File: src/rtl/macro_disp_pkg.sv
// Package: shared types for the macro result dispatcher.
// Assumes result modes are encoded 0..7 as listed in res_mode_e.
package macro_disp_pkg;

    // Result modes of the dispatcher, encoding fixed by the instruction word.
    typedef enum logic [2:0] {
        RM_FETCH          = 3'd0,
        RM_MOVE           = 3'd1,
        RM_MOVE_LOAD      = 3'd2,
        RM_FETCH_SEND     = 3'd3,
        RM_MOVE_SEND      = 3'd4,
        RM_FETCH_LOAD     = 3'd5,
        RM_MOVE_LOAD_SENDP = 3'd6,
        RM_MOVE_LOAD_SENDS = 3'd7
    } res_mode_e;

    // Source of the data carried by a send.
    typedef enum logic [1:0] {
        SRC_NONE   = 2'd0,
        SRC_RESULT = 2'd1,
        SRC_PARAM  = 2'd2,
        SRC_STEP   = 2'd3
    } snd_src_e;

    // Decoded control of one result mode.
    typedef struct packed {
        logic     fetch;     // pops a parameter; it becomes the write data
        logic     load;      // reloads the method word from the result
        snd_src_e snd_src;   // what a send carries, SRC_NONE for no send
    } res_ctl_t;

endpackage

File: src/rtl/mrd_decode.sv
// Module: mrd_decode
// Turns a 3-bit result mode into the control bundle for the dispatcher.
// Assumes: purely combinational, every encoding is defined.
module mrd_decode
    import macro_disp_pkg::*;
(
    input  logic [2:0] mode,
    output res_ctl_t   ctl
);

    // Map each mode to its fetch / load / send behaviour.
    always_comb begin
        ctl = '{fetch: 1'b0, load: 1'b0, snd_src: SRC_NONE};
        case (res_mode_e'(mode))
            RM_FETCH:           ctl.fetch = 1'b1;
            RM_MOVE:            ;
            RM_MOVE_LOAD:       ctl.load = 1'b1;
            RM_FETCH_SEND: begin
                ctl.fetch   = 1'b1;
                ctl.snd_src = SRC_RESULT;
            end
            RM_MOVE_SEND:       ctl.snd_src = SRC_RESULT;
            RM_FETCH_LOAD: begin
                ctl.fetch = 1'b1;
                ctl.load  = 1'b1;
            end
            RM_MOVE_LOAD_SENDP: begin
                ctl.fetch   = 1'b0;
                ctl.load    = 1'b1;
                ctl.snd_src = SRC_PARAM;
            end
            RM_MOVE_LOAD_SENDS: begin
                ctl.load    = 1'b1;
                ctl.snd_src = SRC_STEP;
            end
            default:            ;
        endcase
        // Mode 6 pops the parameter for the send, but writes the result.
    end

endmodule

File: src/rtl/mrd_method_unit.sv
// Module: mrd_method_unit
// Holds the method word (address + post-send step) and works out the
// address of the current send.
// Assumes: STEP_W <= ADDR_W; the address wraps modulo 2**ADDR_W.
module mrd_method_unit #(
    parameter int ADDR_W = 12,
    parameter int STEP_W = 6,
    localparam int WORD_W = ADDR_W + STEP_W
) (
    input  logic              clk,
    input  logic              rst_n,
    input  logic              accept,
    input  logic              load,
    input  logic              send,
    input  logic [WORD_W-1:0] new_word,
    output logic [ADDR_W-1:0] send_addr
);

    logic [ADDR_W-1:0] addr_q;
    logic [STEP_W-1:0] step_q;
    logic [ADDR_W-1:0] eff_addr;
    logic [STEP_W-1:0] eff_step;
    logic [ADDR_W-1:0] next_addr;

    // Pick the freshly loaded word or the held one for this instruction.
    always_comb begin
        eff_addr  = load ? new_word[ADDR_W-1:0]      : addr_q;
        eff_step  = load ? new_word[WORD_W-1:ADDR_W] : step_q;
        send_addr = eff_addr;
        next_addr = send ? eff_addr + ADDR_W'(eff_step) : eff_addr;
    end

    // Update the method word on every accepted instruction.
    always_ff @(posedge clk) begin
        if (!rst_n) begin
            addr_q <= '0;
            step_q <= '0;
        end else if (accept) begin
            addr_q <= next_addr;
            step_q <= eff_step;
        end
    end

    AST_WORD_HOLD: assert property (@(posedge clk) disable iff (!rst_n)
        !accept |=> ($stable(addr_q) && $stable(step_q)));

    AST_SEND_ADVANCE: assert property (@(posedge clk) disable iff (!rst_n)
        (accept && send) |=> (addr_q == $past(send_addr) + ADDR_W'(step_q)));

endmodule

File: src/rtl/mrd_out_stage.sv
// Module: mrd_out_stage
// Registers the register-file write and the method send of an accepted
// instruction, so both appear one cycle later as one-cycle pulses.
// Assumes: register index 0 is a constant-zero register and is never written.
module mrd_out_stage
    import macro_disp_pkg::*;
#(
    parameter int DATA_W = 32,
    parameter int ADDR_W = 12,
    parameter int STEP_W = 6,
    parameter int IDX_W  = 3
) (
    input  logic              clk,
    input  logic              rst_n,
    input  logic              accept,
    input  res_ctl_t          ctl,
    input  logic [IDX_W-1:0]  dst,
    input  logic [DATA_W-1:0] result,
    input  logic [DATA_W-1:0] param,
    input  logic [ADDR_W-1:0] send_addr,
    output logic              rf_we,
    output logic [IDX_W-1:0]  rf_waddr,
    output logic [DATA_W-1:0] rf_wdata,
    output logic              snd_valid,
    output logic [ADDR_W-1:0] snd_addr,
    output logic [DATA_W-1:0] snd_data
);

    logic [DATA_W-1:0] wr_val;
    logic [DATA_W-1:0] snd_val;
    logic              wr_en;
    logic              snd_en;

    // Choose write and send payloads for the current instruction.
    always_comb begin
        wr_val = ctl.fetch ? param : result;
        wr_en  = accept && (dst != '0);
        snd_en = accept && (ctl.snd_src != SRC_NONE);
        case (ctl.snd_src)
            SRC_PARAM: snd_val = param;
            SRC_STEP:  snd_val = DATA_W'(result[ADDR_W+STEP_W-1:ADDR_W]);
            default:   snd_val = result;
        endcase
    end

    // Capture the payloads; strobes drop after one cycle.
    always_ff @(posedge clk) begin
        if (!rst_n) begin
            rf_we     <= 1'b0;
            rf_waddr  <= '0;
            rf_wdata  <= '0;
            snd_valid <= 1'b0;
            snd_addr  <= '0;
            snd_data  <= '0;
        end else begin
            rf_we     <= wr_en;
            snd_valid <= snd_en;
            if (wr_en) begin
                rf_waddr <= dst;
                rf_wdata <= wr_val;
            end
            if (snd_en) begin
                snd_addr <= send_addr;
                snd_data <= snd_val;
            end
        end
    end

    AST_NO_ZERO_WRITE: assert property (@(posedge clk) disable iff (!rst_n)
        rf_we |-> (rf_waddr != '0));

    AST_WRITE_LATENCY: assert property (@(posedge clk) disable iff (!rst_n)
        rf_we |-> $past(accept));

    AST_SEND_LATENCY: assert property (@(posedge clk) disable iff (!rst_n)
        snd_valid |-> $past(accept));

endmodule

File: src/rtl/macro_result_dispatch.sv
// Module: macro_result_dispatch (top)
// Result step of a command-macro sequencer: register write, parameter pop,
// method-word reload and method send, plus a pass-through engine read port.
// Assumes: the parameter queue presents its head on pq_data while pq_valid.
module macro_result_dispatch
    import macro_disp_pkg::*;
#(
    parameter int DATA_W = 32,
    parameter int ADDR_W = 12,
    parameter int STEP_W = 6,
    parameter int NREGS  = 8,
    localparam int IDX_W = $clog2(NREGS)
) (
    input  logic              clk,
    input  logic              rst_n,
    input  logic              in_valid,
    output logic              in_ready,
    input  logic [2:0]        in_mode,
    input  logic [IDX_W-1:0]  in_dst,
    input  logic [DATA_W-1:0] in_result,
    input  logic              pq_valid,
    input  logic [DATA_W-1:0] pq_data,
    output logic              pq_pop,
    output logic              rf_we,
    output logic [IDX_W-1:0]  rf_waddr,
    output logic [DATA_W-1:0] rf_wdata,
    output logic              snd_valid,
    output logic [ADDR_W-1:0] snd_addr,
    output logic [DATA_W-1:0] snd_data,
    input  logic              rd_req,
    input  logic [ADDR_W-1:0] rd_method,
    output logic [DATA_W-1:0] rd_data,
    output logic              eng_rd_en,
    output logic [ADDR_W-1:0] eng_rd_addr,
    input  logic [DATA_W-1:0] eng_rd_data
);

    res_ctl_t          ctl;
    logic              accept;
    logic              send;
    logic [ADDR_W-1:0] send_addr;

    mrd_decode u_decode (
        .mode (in_mode),
        .ctl  (ctl)
    );

    // Handshake: parameter-using modes wait for a queue entry.
    always_comb begin
        send     = (ctl.snd_src != SRC_NONE);
        in_ready = !(ctl.fetch || ctl.snd_src == SRC_PARAM) || pq_valid;
        accept   = in_valid && in_ready;
        pq_pop   = accept && (ctl.fetch || ctl.snd_src == SRC_PARAM);
    end

    mrd_method_unit #(
        .ADDR_W (ADDR_W),
        .STEP_W (STEP_W)
    ) u_method (
        .clk       (clk),
        .rst_n     (rst_n),
        .accept    (accept),
        .load      (ctl.load),
        .send      (send),
        .new_word  (in_result[ADDR_W+STEP_W-1:0]),
        .send_addr (send_addr)
    );

    mrd_out_stage #(
        .DATA_W (DATA_W),
        .ADDR_W (ADDR_W),
        .STEP_W (STEP_W),
        .IDX_W  (IDX_W)
    ) u_out (
        .clk       (clk),
        .rst_n     (rst_n),
        .accept    (accept),
        .ctl       (ctl),
        .dst       (in_dst),
        .result    (in_result),
        .param     (pq_data),
        .send_addr (send_addr),
        .rf_we     (rf_we),
        .rf_waddr  (rf_waddr),
        .rf_wdata  (rf_wdata),
        .snd_valid (snd_valid),
        .snd_addr  (snd_addr),
        .snd_data  (snd_data)
    );

    // Engine read port is a straight pass-through for the read instruction.
    always_comb begin
        eng_rd_en   = rd_req;
        eng_rd_addr = rd_method;
        rd_data     = eng_rd_data;
    end

    AST_POP_HAS_DATA: assert property (@(posedge clk) disable iff (!rst_n)
        pq_pop |-> (pq_valid && in_valid));

    AST_STALL_QUIET: assert property (@(posedge clk) disable iff (!rst_n)
        (in_valid && !in_ready) |=> (!rf_we && !snd_valid));

endmodule

File: config.mk
export PLATFORM = sky130hd
export DESIGN_NAME = macro_result_dispatch
export DESIGN_NICKNAME = d
export VERILOG_FILES = /design/src/rtl/macro_disp_pkg.sv /design/src/rtl/mrd_decode.sv /design/src/rtl/mrd_method_unit.sv /design/src/rtl/mrd_out_stage.sv /design/src/rtl/macro_result_dispatch.sv
export SDC_FILE = /design/constraint.sdc
export NUM_CORES = 1
export LEC_CHECK = 0
export BUFFER_PORTS_ARGS = -buffer_cell sky130_fd_sc_hd__buf_2
export CAP_MARGIN = 40
export CORE_AREA = 2 2 91 136
export CTS_CLUSTER_SIZE = 30
export DETAILED_ROUTE_END_ITERATION = 7
export DIE_AREA = 0 0 93 138
export PLACE_DENSITY = 0.89
export SYNTH_ARGS = -nofsm -noshare
export SYNTH_HDL_FRONTEND = slang
export SYNTH_SLANG_ARGS = --single-unit
File: constraint.sdc
create_clock -name clk -period 5 [get_ports clk]
set_input_delay 1 -clock clk [delete_from_list [all_inputs] [get_ports clk]]
set_output_delay 1 -clock clk [all_outputs]
set_load 0.02 [all_outputs]
; Word-level counts from Yosys, hierarchy flattened
; Cells that the tools add are included.
[totals]
register_bits = 99
input_bits = 119
out_inout_bits = 128
[op_classes]
n_addsub = 1
eq_ne = 8
mux = 8
n_reduce_logical = 13
[op_table]
columns = operator, count
row1 = 32-bit case mux with 2 select lines, 1
row2 = 32-bit 2-to-1 mux, 1
row3 = 12-bit 2-to-1 mux, 2
row4 = 12-bit by 6-bit adder with 12-bit output, 1
row5 = 3-bit equality test (second input constant), 4
row6 = 3-bit by 2-bit equality test with 1-bit output (second input constant), 2
row7 = 6-bit 2-to-1 mux, 1
row8 = 2-bit case mux with 3 select lines, 1
row9 = 2-bit equality test (second input constant), 2
row10 = 1-bit logical AND, 4
row11 = 4-bit OR reduction, 1
row12 = 3-bit logical NOT, 1
row13 = 3-bit nonzero test, 1
row14 = 3-bit OR reduction, 1
row15 = 1-bit logical OR, 2
row16 = 1-bit 2-to-1 mux, 2
row17 = 2-bit nonzero test, 1
row18 = 2-bit OR reduction, 1
row19 = 1-bit logical NOT, 1

; Logic depth before layout (Yosys ltp)
[logic_depth]
ltp_word = 9
mapped_depth = 12

; By module
; A second synthesis with hierarchy kept.
[unflattened]
hier_cells = 562
area_unflattened_um2 = 5639.2
[by_module_without_submodules]
columns = mod, n_inst, cells_each, area_each_um2, seq_area_each_um2
row1 = mrd_out_stage, 1, 342, 3814.9, 1621.6
row2 = mrd_method_unit, 1, 160, 1382.6, 360.3
row3 = macro_result_dispatch, 1, 52, 387.9, 0.0
row4 = mrd_decode, 1, 8, 53.8, 0.0

; Worst setup path before layout
; No wires, ideal clock.
[synth_timing]
path_type = input to register
from = input in_mode[0]
to = register u_method.addr_q[7]
setup_time_ns = 0.118
arrival_time_ns = 4.109
required_time_ns = 4.882
setup_slack_ns = 0.773
path_stages = 11
path_buffers = 2
cell_sequence = mux2i_4 -> clkbuf_1 -> buf_1 -> mux2_2 -> ha_1 -> a21o_1 -> a21oi_1 -> a211oi_1 -> o31a_1 -> or4_1 -> o2111a_1
[synth_via]
elab_cells_between_ends = 23
[synth_lines]
columns = element, line
row1 = from (decl), macro_result_dispatch.sv:18  ; input logic [2:0] in_mode,
row2 = 3-bit by 2-bit equality test with 1-bit output or 3-bit equality test (tied branches), mrd_decode.sv:14  ; case (res_mode_e'(mode))
row3 = 4-bit OR reduction (no source line) (*), -
row4 = 1-bit 2-to-1 mux (*), mrd_decode.sv:14
row5 = 6-bit 2-to-1 mux (*), mrd_method_unit.sv:28  ; eff_step = load ? new_word[WORD_W-1:ADDR_W] : step_q;
row6 = net u_method.eff_step[1], mrd_method_unit.sv:22  ; logic [STEP_W-1:0] eff_step;
row7 = 12-bit by 6-bit adder with 12-bit output (*), mrd_method_unit.sv:30  ; next_addr = send ? eff_addr + ADDR_W'(eff_step) : eff_addr;
row8 = 12-bit 2-to-1 mux (*), mrd_method_unit.sv:30
row9 = to (signal assigned), mrd_method_unit.sv:39  ; addr_q <= next_addr;
row10 = to (decl), mrd_method_unit.sv:19  ; logic [ADDR_W-1:0] addr_q;
; The timed path passes the listed nets; every way through them passes the cells marked *.
; A chain may end at the register's enable or synchronous reset.

; Final worst setup path
; Same ends and word-level chain as after synthesis.

==> qor.txt <==
Number of antenna violations at the first check in global routing = 2
Via count of the first global-routing pass = 4624
Crit path cell chain = buf_2, mux2i_4, buf_4, mux2_2, ha_1, o21ai_0, nor3_1, o31a_1, or4_1, o2111a_1
CTS root buffer = sky130_fd_sc_hd__clkbuf_16
Quantity of hold-fixing buffers added after cts = 0
Number of vias per cell = 5.68
Worst Setup Start Kind = input pin
Average routed wire per standard cell = 17.7 um
Worst slew slack as a fraction of its limit = 0.514
Post-layout power = 2190 uW
Total die area = 12800 um^2
I/O pin count = 247
Initial Utilization = 0.455
Most used cells in the layout excluding fill and tap cells = sky130_fd_sc_hd__buf_2 (156), sky130_fd_sc_hd__dfxtp_1 (99), sky130_fd_sc_hd__nor2_1 (98), sky130_fd_sc_hd__a211oi_1 (77), sky130_fd_sc_hd__mux2i_1 (55)
Number of antenna-violating nets in the routed design = 0
Height of the chip = 138 um
Highest cell delay on the worst timing path = 0.43 ns
Final std cell area, no fill = 6300 um^2
Critical path data arrival time = 4.12 ns
Number of detailed-route iterations in the first pass = 5
Syn nets = 751
Post-route clock period utilization = 0.776
GRT Residual Overflow = 0
Global placer's final weighted congestion = 0.886
Number of nets in the layout = 838
Area of the core = 11800 um^2
Drt first-iter violations = 246
Count of buffers added by post-CTS timing repair for setup = 0
Critical path capture point type = flip-flop
Layout filler cell count = 1105
Depth of the CTS H-tree = 3
Actual transition at the worst max-transition pin = 0.727 ns
Sequential share of the synthesized area = 0.370
Classification of the worst setup path = input pin to flip-flop
Synthesized area = 5350 um^2
Sinks on Clock Net = 99
FFs w/ async S/R, synth = 0
Average cell area after synthesis = 8.55 um^2
Number of library cell types mapped by synthesis = 51
Commonest register cell after synthesis = sky130_fd_sc_hd__dfxtp_1
Wire length reported by the detailed router = 15400 um
Hold Vio Cnt, Final = 0
Post-Route Skew = 0.00857 ns
Setup repair after global routing missed its margin = no
HPWL Detailed = 11100 um
Number of cells produced by synthesis = 626
Biggest area contributors in the synthesized netlist = sky130_fd_sc_hd__dfxtp_1 (37%), sky130_fd_sc_hd__a211oi_1 (11%), sky130_fd_sc_hd__mux2i_1 (10%)
Worst path slowest cell = sky130_fd_sc_hd__o21ai_0
Clock latency of the later-clocked register in the worst-skew pair = 0.35 ns
Synth warn = 0
Critical Path RT = 5.24 ns
Most common cell after layout, fill and taps aside = sky130_fd_sc_hd__buf_2
GRT Overall Usage = 0.233
Synthesis-stage register bit count = 99
PortBufs = 156
Fraction of layout instances using a drive strength above 1 = 0.282
DRC violations left = 0
Wire length of the first global-routing pass = 23600 um
X dimension of the die = 93 um
CTS tree = done
Number of max-slew violations in the final report = 0
Aggregate negative setup slack = 0 ns
Area post-placement = 5980 um^2
Area share of the largest cell type after synthesis = 0.370
Count of final setup violators = 0
Maximum buffer depth of the clock tree = 2
Status = finished clean
Top achievable clock speed = 258 MHz
Cts bufs inserted = 9
Critical Path Fanout Max = 27
Power Dens Cells = 348 nW/um^2
Maximum number of pins on one net before global-route repair = 43
Cell taking the most area after synthesis = sky130_fd_sc_hd__dfxtp_1
Via total after detailed routing = 4949
IR Drop Worst-Case VDD = 147 uV
Minimum clock period = 3.88 ns
Count of flip-flops with a built-in enable after synthesis = 0
Worst min path class = flip-flop to flip-flop
Number of gates given a new drive strength after cts = 0
Synth-to-Final Area Change = 17.7%
Total number of placement rows = 49
Leakage = 0.00277 uW
Clock-pin transition on the worst setup and hold timing paths = 0.07 ns
Count of max-cap constraint violations = 0
==> layout make-up <==
cell class	instances	area, um^2	area share
inverter	7	26.3	0.00417
sequential	99	1980	0.315
tap	153	191	0.0304
clock buffer	10	229	0.0364
antenna	2	5.00	0.000795
clock inverter	5	87.6	0.0139
timing repair buffer	171	943	0.150
multi-input combinational	425	2830	0.450
==> path summary, 6_finish.rpt <==
| check | slack, ns | cells after the start | to | start |
|---|---|---|---|---|
| worst min-delay path | 0.45 | 2 | u_out.snd_data[0] | u_out.snd_data[0] |
| worst max register to register | 2.23 | 9 | u_method.addr_q[7] | u_method.addr_q[1] |
| worst min register to register | 0.45 | 2 | u_out.snd_data[0] | u_out.snd_data[0] |
| worst max-delay path | 1.12 | 10 | u_method.addr_q[7] | in_mode[0] |
==> critical path, delay by kind of cell <==
kind	cells	cell delay (ns)
AOI/OAI and AO/OA	3	0.92
buffers and inverters	2	0.52
muxes	2	0.79
adders and majority gates	1	0.35
and+or+nand+nor	2	0.53
==> through the flow <==
step                       util  hold WS (ns)  std cells  setup WS [ns]
after global placement    0.503         0.440        852          0.824
after floorplan               -         0.442        626          0.773
final                     0.535         0.454        872           1.12
after detailed placement  0.508         0.445        855          0.771
after global routing      0.535         0.475        872          0.932
after CTS                 0.535         0.454        870           1.13
==> synth_stat cells (all sizes together), types with 6 or more instances <==
cell,n
a211oi,77
a21oi,18
buf,67
clkbuf,28
dfxtp,99
inv,7
mux2,6
mux2i,57
nand2,23
nor2,100
nor3,37
nor3b,26
o211ai,8
o21ai,14
==> cells by family (layout without fill, tap and decap cells) <==
logic type               after synthesis  count (layout)  synth area share
XOR/XNOR                               4               4           0.00935
other                                  0               2                 0
AND/OR/NAND/NOR                      208             208             0.184
multiplexers                          63              63             0.122
buffers and inverters                102             193             0.106
adder cells (fa/ha/maj)                8               8            0.0194
AO/OA/AOI/OAI                        142             142             0.188
flip-flops                            99              99             0.370
==> power by group <==
group	internal (uW)	leakage [uW]	total [uW]	switching, uW
Sequential	858	0.000816	893	34.6
Combinational	205	0.00181	543	338
Clock	441	0.000151	756	315
Total	1500	0.00277	2190	687
==> sequential cells by signal, summed over array words and instances (netlist names) <==
register / cells
u_out.rf_wdata: 32
u_out.snd_data: 32
u_method.addr_q: 12
u_out.snd_addr: 12
u_method.step_q: 6
u_out.rf_waddr: 3
u_out.rf_we: 1
u_out.snd_valid: 1
==> layer usage <==
| layer | routed length, um | global-route usage | vias up | share of wire |
|---|---|---|---|---|
| met4 | 939 | 0.166 | 0 | 0.061 |
| met1 | 6180 | 0.276 | 2300 | 0.40 |
| met2 | 7490 | 0.381 | 170 | 0.49 |
| met5 | 0 | 0 | - | 0 |
| li1 | - | - | 2396 | - |
| met3 | 785 | 0.0332 | 83 | 0.051 |
No activity file was read; power rests on OpenSTA's default activity.
